File: src/rtl/ttx_slot_pkg.sv
package ttx_slot_pkg;
  localparam int GROUP_BITS  = 37;
  localparam int LONG_LEN    = 4;
  localparam int SHORT_LEN   = 3;
  localparam int SHORT_STEP  = 9;
  localparam int SHORT_COUNT = (GROUP_BITS - 1) / SHORT_STEP;
  localparam int GROUP_CLKS  = GROUP_BITS * LONG_LEN - SHORT_COUNT * (LONG_LEN - SHORT_LEN);

  typedef struct packed {
    logic sample;
    logic idle;
    logic patVal;
  } ttxStrobe_t;
endpackage

File: src/rtl/ttx_slot_ctrl.sv
module ttx_slot_ctrl
  import ttx_slot_pkg::*;
#(
  parameter int LW         = 10,
  parameter int HW         = 11,
  parameter int AW         = 8,
  parameter int WIN_START  = 256,
  parameter int WIN_GROUPS = 10,
  parameter int F1_FIRST   = 6,
  parameter int F1_LINES   = 17,
  parameter int F2_FIRST   = 318,
  parameter int F2_LINES   = 18
) (
  input  logic                clk,
  input  logic                rstN,
  input  logic [LW-1:0]       lineNum,
  input  logic                field2,
  input  logic [HW-1:0]       hCount,
  input  logic                cfgPal,
  input  logic                cfgTtxEn,
  input  logic [AW-1:0]       cfgAdvance,
  input  logic [F1_LINES-1:0] f1Mask,
  input  logic [F2_LINES-1:0] f2Mask,
  output logic                dataReq,
  output ttxStrobe_t          stb
);
  localparam int WIN_CLKS = WIN_GROUPS * GROUP_CLKS;
  localparam int IDXW     = $clog2(GROUP_BITS + 1);
  localparam int GW       = $clog2(WIN_GROUPS) + 1;
  localparam int CW       = $clog2(LONG_LEN);
  localparam int SW       = HW + 1;

  logic            active;
  logic [CW-1:0]   clkCnt;
  logic [IDXW-1:0] bitIdx;
  logic [GW-1:0]   grpCnt;
  logic            patBit;
  logic            f1Hit, f2Hit, lineOk;
  logic            shortSlot, lastClk;
  logic [SW-1:0]   hSum;
  logic            reqHit;

  always_comb begin
    f1Hit = 1'b0;
    for (int i = 0; i < F1_LINES; i++)
      if (lineNum == LW'(F1_FIRST + i) && f1Mask[i]) f1Hit = 1'b1;
    f2Hit = 1'b0;
    for (int i = 0; i < F2_LINES; i++)
      if (lineNum == LW'(F2_FIRST + i) && f2Mask[i]) f2Hit = 1'b1;
  end

  assign lineOk    = cfgPal && cfgTtxEn && (field2 ? f2Hit : f1Hit);
  assign shortSlot = (bitIdx % IDXW'(SHORT_STEP) == IDXW'(1)) && (bitIdx != IDXW'(1));
  assign lastClk   = clkCnt == (shortSlot ? CW'(SHORT_LEN - 1) : CW'(LONG_LEN - 1));
  assign hSum      = {1'b0, hCount} + SW'(cfgAdvance);
  assign reqHit    = (hSum >= SW'(WIN_START)) && (hSum < SW'(WIN_START + WIN_CLKS));

  always_ff @(posedge clk or negedge rstN) begin
    if (!rstN) begin
      active  <= 1'b0;
      clkCnt  <= '0;
      bitIdx  <= IDXW'(1);
      grpCnt  <= '0;
      patBit  <= 1'b0;
      dataReq <= 1'b0;
    end else begin
      dataReq <= lineOk && reqHit;
      if (!active) begin
        if (lineOk && hCount == HW'(WIN_START)) begin
          active <= 1'b1;
          clkCnt <= '0;
          bitIdx <= IDXW'(1);
          grpCnt <= '0;
          patBit <= 1'b1;
        end
      end else if (lastClk) begin
        clkCnt <= '0;
        patBit <= !patBit;
        if (bitIdx == IDXW'(GROUP_BITS)) begin
          bitIdx <= IDXW'(1);
          if (grpCnt == GW'(WIN_GROUPS - 1)) active <= 1'b0;
          else grpCnt <= grpCnt + GW'(1);
        end else begin
          bitIdx <= bitIdx + IDXW'(1);
        end
      end else begin
        clkCnt <= clkCnt + CW'(1);
      end
    end
  end

  assign stb.sample = active && (clkCnt == '0);
  assign stb.idle   = !active;
  assign stb.patVal = patBit;


  slot_index_range_chk: assert property (@(posedge clk) disable iff (!rstN)
    active |-> (bitIdx >= IDXW'(1) && bitIdx <= IDXW'(GROUP_BITS)));

  slot_min_len_chk: assert property (@(posedge clk) disable iff (!rstN)
    stb.sample |-> ##1 !stb.sample ##1 !stb.sample);

  win_start_chk: assert property (@(posedge clk) disable iff (!rstN)
    $rose(active) |-> $past(hCount) == HW'(WIN_START));
endmodule

File: src/rtl/ttx_slot_dp.sv
module ttx_slot_dp
  import ttx_slot_pkg::*;
(
  input  logic       clk,
  input  logic       rstN,
  input  ttxStrobe_t stb,
  input  logic       cfgTestPat,
  input  logic       serIn,
  output logic       bitOut,
  output logic       bitValid
);
  logic srcBit;
  assign srcBit = cfgTestPat ? stb.patVal : serIn;

  always_ff @(posedge clk or negedge rstN) begin
    if (!rstN) begin
      bitOut   <= 1'b0;
      bitValid <= 1'b0;
    end else if (stb.sample) begin
      bitOut   <= srcBit;
      bitValid <= 1'b1;
    end else if (stb.idle) begin
      bitOut   <= 1'b0;
      bitValid <= 1'b0;
    end
  end


  hold_bit_chk: assert property (@(posedge clk) disable iff (!rstN)
    (!stb.sample && !stb.idle) |=> $stable(bitOut));

  idle_zero_chk: assert property (@(posedge clk) disable iff (!rstN)
    stb.idle |=> (!bitValid && !bitOut));
endmodule

File: src/rtl/ttx_slot_gen.sv
module ttx_slot_gen
  import ttx_slot_pkg::*;
#(
  parameter int LW         = 10,
  parameter int HW         = 11,
  parameter int AW         = 8,
  parameter int WIN_START  = 256,
  parameter int WIN_GROUPS = 10
) (
  input  logic          clk,
  input  logic          rstN,
  input  logic [LW-1:0] lineNum,
  input  logic          field2,
  input  logic [HW-1:0] hCount,
  input  logic          cfgPal,
  input  logic          cfgTtxEn,
  input  logic          cfgTestPat,
  input  logic [AW-1:0] cfgAdvance,
  input  logic [16:0]   f1Mask,
  input  logic [17:0]   f2Mask,
  input  logic          serIn,
  output logic          dataReq,
  output logic          bitOut,
  output logic          bitValid
);
  ttxStrobe_t stb;

  ttx_slot_ctrl #(
    .LW(LW), .HW(HW), .AW(AW), .WIN_START(WIN_START), .WIN_GROUPS(WIN_GROUPS),
    .F1_FIRST(6), .F1_LINES(17), .F2_FIRST(318), .F2_LINES(18)
  ) uCtrl (
    .clk(clk), .rstN(rstN), .lineNum(lineNum), .field2(field2), .hCount(hCount),
    .cfgPal(cfgPal), .cfgTtxEn(cfgTtxEn), .cfgAdvance(cfgAdvance),
    .f1Mask(f1Mask), .f2Mask(f2Mask), .dataReq(dataReq), .stb(stb)
  );

  ttx_slot_dp uDp (
    .clk(clk), .rstN(rstN), .stb(stb), .cfgTestPat(cfgTestPat), .serIn(serIn),
    .bitOut(bitOut), .bitValid(bitValid)
  );
endmodule

File: config.mk
export PLATFORM = sky130hd
export DESIGN_NAME = ttx_slot_gen
export DESIGN_NICKNAME = d
export VERILOG_FILES = /design/src/rtl/ttx_slot_pkg.sv /design/src/rtl/ttx_slot_ctrl.sv /design/src/rtl/ttx_slot_dp.sv /design/src/rtl/ttx_slot_gen.sv
export SDC_FILE = /design/constraint.sdc
export NUM_CORES = 1
export LEC_CHECK = 0
export BUFFER_PORTS_ARGS = -buffer_cell sky130_fd_sc_hd__buf_2
export CAP_MARGIN = 15
export CORE_MARGIN = 5
export CORE_UTILIZATION = 40
export CTS_BUF_LIST = sky130_fd_sc_hd__clkbuf_8 sky130_fd_sc_hd__clkbuf_16
export CTS_CLUSTER_SIZE = 8
export DETAILED_ROUTE_END_ITERATION = 10
export PLACE_DENSITY = 0.67
export SETUP_SLACK_MARGIN = 0.4
export SKIP_LAST_GASP = 1
export SLEW_MARGIN = 40
export SYNTH_ARGS = -nofsm -noshare
export SYNTH_HDL_FRONTEND = slang
export SYNTH_HIERARCHICAL = 1
export SYNTH_SLANG_ARGS = --single-unit
export TNS_END_PERCENT = 50
File: constraint.sdc
create_clock -name clk -period 4.74 [get_ports clk]
set_clock_uncertainty 0.05 [all_clocks]
set_input_delay 1.422 -clock clk [delete_from_list [all_inputs] [get_ports clk]]
set_output_delay 1.422 -clock clk [all_outputs]
set_load 0.005 [all_outputs]
==> flow_summary.json <==
{
  "rsz0062_at_grt": "false",
  "viasPerCell": 5.80,
  "outcome": "finished, final reports clean",
  "setup_viol": 0,
  "vdd_drop_max_v": 0.0000954,
  "vias": 2674,
  "fp.dieW_um": 89.6,
  "finalSetupTns_ns": 0,
  "htreeDepth": 1,
  "ys_types": 77,
  "cts_hold_buffers": 0,
  "met3_usage_pct": 1.92,
  "drive_above_1_share_pct": 35.9,
  "die_area_um2": 8030,
  "grtUsageMet2_pct": 32.8,
  "synthTopCellsByCount": "22 x ha_1, 22 x inv_1, 22 x nor2_1",
  "clk_pin_slew_worst_paths_ns": 0.07,
  "first_pass_iters": 4,
  "worstMarginPinSlew_ns": 0.546,
  "drc": 0,
  "startpoint_type": "register",
  "synth-async-reset-ratio_pct": 100,
  "critPathRequiredTime_ns": 4.83,
  "ys_warn_count": 6,
  "drv_slew": 0,
  "numCtsBuffers": 3,
  "synth_area_leaders": "dfrtp_1 17%, ha_1 11%, mux2i_1 5.1%",
  "syn_avg_cell_area_um2": 8.51,
  "max_freq_mhz": 233,
  "start_util_pct": 40.6,
  "pre_cts_ws_ns": 0.104,
  "rrSetupSlack_ns": 0.45,
  "grt_max_degree": 19,
  "hpwl_mm": 5.54,
  "antennaDiodeCount": 0,
  "crit_arrival_ns": 4.38,
  "synth_edf_count": 0,
  "netlist_area_um2": 2530,
  "relSlewSlack_pct": 63.5,
  "clock_sinks": 18,
  "portBuffers": 73,
  "wire_per_inst_um": 15.7,
  "antenna_found_initial": 0,
  "nets": 479,
  "fillers": 588,
  "grt_most_used_layer": "met2",
  "synth_nets": 392,
  "grt_util_met1_pct": 22.9,
  "die_y_um": 89.6,
  "ys_ff_latch": 18,
  "period_minus_slack_ns": 4.29,
  "core-area_um2": 6240,
  "grt_overflow": 0,
  "placementRows": 29,
  "wl_mm": 7.22,
  "path_class": "register to register",
  "io_pins": 74,
  "syn-instance-count": 298,
  "grt_pass1_wl_mm": 11.7,
  "drtIter0Drc": 123,
  "grt_pass1_vias": 2638,
  "clock_latency_ns": 0.25,
  "grt.total_usage_pct": 18.0,
  "ant_nets": 0,
  "maxCapViolations": 0,
  "hold_viol_final": 0,
  "finalWorstSetupSlack_ns": 0.448,
  "globalplace.congestion": 0.828,
  "clk_path_buf_depth": 2,
  "critical_path.max_fanout": 6,
  "leakagePower_nw": 1.54,
  "synth.top_cell.area_share_pct": 16.8,
  "ys.flop_type": "dfrtp_1",
  "crit_path_top_delay_cell": "or4_4",
  "cts_tree": "done",
  "cp_slowest_stage_delay_ns": 0.58,
  "cts_root_buffer": "clkbuf_8",
  "areaGrowthSynthToFinish_pct": 29.3,
  "hp-class": "register to register",
  "yosys.area.top_type": "dfrtp_1",
  "crit_chain": "inv_4 > ha_1 > a21bo_2 > o21a_1 > xnor2_2 > inv_2 > ha_4 > and3_4 > a211oi_4 > xnor2_2 > ha_4 > nand2_2 > or4_4 > nor4_4 > buf_6 > o31ai_4 > a221o_1",
  "period_share_pct": 90.5,
  "cp-end-kind": "register",
  "seq_area_frac_synth_pct": 17.8,
  "power_density_nw_per_um2": 118
}
==> placed cells by master, fill, tap and decap left out, types with 5 or more instances in the layout <==
cell / n
nand2_1: 16
inv_1: 19
o21a_1: 6
dfrtp_1: 17
nor3_1: 9
nor4_1: 5
o211ai_1: 5
buf_4: 18
buf_2: 73
mux2i_1: 13
o21ai_0: 10
or2_2: 5
ha_1: 20
nand3_1: 10
nor2_1: 22
a21oi_1: 8
==> cell type report <==
cell class | count | area [µm²] | area share [%]
repair buffers | 94 | 534 | 16.3
flip-flops and latches | 18 | 452 | 13.8
inverters | 22 | 85.1 | 2.60
clock buffers | 4 | 55.1 | 1.68
well taps | 77 | 96.3 | 2.94
multi-input cells | 246 | 2060 | 62.7
==> metrics by stage <==
stage | instance area, µm² | std cells | power (W) | hold WS, ns | util [%]
2_1_floorplan | 2540 | 298 | 0.000215 | 0.400 | -
3_3_place_gp | 2980 | 442 | 0.000259 | 0.413 | 47.7
3_5_place_dp | 2980 | 442 | 0.000261 | 0.422 | 47.7
4_1_cts | 3100 | 452 | 0.000388 | 0.439 | 49.7
5_1_grt | 3280 | 461 | 0.000406 | 0.454 | 52.5
6_report | 3280 | 461 | 0.000387 | 0.437 | 52.5
==> report_power, final <==
group | switching, W | internal, W | leakage, nW | total (W)
Sequential | 0.000000249 | 0.000154 | 0.206 | 0.000154
Combinational | 0.0000511 | 0.0000529 | 1.31 | 0.000104
Clock | 0.0000546 | 0.0000739 | 0.0288 | 0.000128
Total | 0.000106 | 0.000281 | 1.54 | 0.000387
==> path summary, 6_finish.rpt <==
kind                                                  start                           to  cells after the start
max in group asynchronous                              rstN  uCtrl/bitIdx[0]$_DFFE_PN1P_                      1
worst min register to register     uDp/bitValid$_DFFE_PN0P_     uDp/bitValid$_DFFE_PN0P_                      1
worst max register to register  uCtrl/bitIdx[0]$_DFFE_PN1P_  uCtrl/grpCnt[4]$_DFFE_PN0P_                     17
min in group asynchronous                              rstN  uCtrl/grpCnt[3]$_DFFE_PN0P_                      1
worst max-delay path            uCtrl/bitIdx[0]$_DFFE_PN1P_  uCtrl/grpCnt[4]$_DFFE_PN0P_                     17
worst min-delay path               uDp/bitValid$_DFFE_PN0P_     uDp/bitValid$_DFFE_PN0P_                      1
==> registers in the layout (all words and copies together), names as in the netlist <==
signal / cells
uCtrl/grpCnt: 5
uCtrl/dataReq: 1
uDp/bitValid: 1
uCtrl/bitIdx: 6
uCtrl/patBit: 1
uCtrl/clkCnt: 2
uCtrl/active: 1
uDp/bitOut: 1
==> routing by layer <==
metal / wire, µm / share of wire [%] / vias to the layer above
li1: - / - / 1329
met1: 3100 / 43 / 1255
met2: 3690 / 51 / 80
met3: 347 / 4.8 / 10
met4: 86 / 1.2 / 0
met5: 0 / 0 / -
==> what timing repair did <==
item / 4_1_cts / 5_1_grt
buffers inserted: 6 / 9
endpoints found under the setup margin: 14 / 14
resized for setup: 5 / 21
pin swaps: 4 / 16
==> worst max-delay path: cells and delay by family (launching register included) <==
family	cells	cell delay, ns
AO/OA/AOI/OAI	5	1.20
buffers and inverters	3	0.31
adder cells (fa/ha/maj)	3	0.69
flip-flops	1	0.57
AND/OR/NAND/NOR	4	0.98
XOR/XNOR	2	0.36
==> logic make-up (layout without fill, tap and decap cells) <==
kind of cell	after synthesis	in the layout	share of synthesized area, %
flip-flops	18	18	17.8
adder cells (fa/ha/maj)	23	23	11.6
XOR/XNOR	5	5	1.73
buffers and inverters	34	120	5.73
AO/OA/AOI/OAI	92	92	30.3
AND/OR/NAND/NOR	105	105	23.2
multiplexers	21	21	9.58
(Power assumes the default switching activity.)
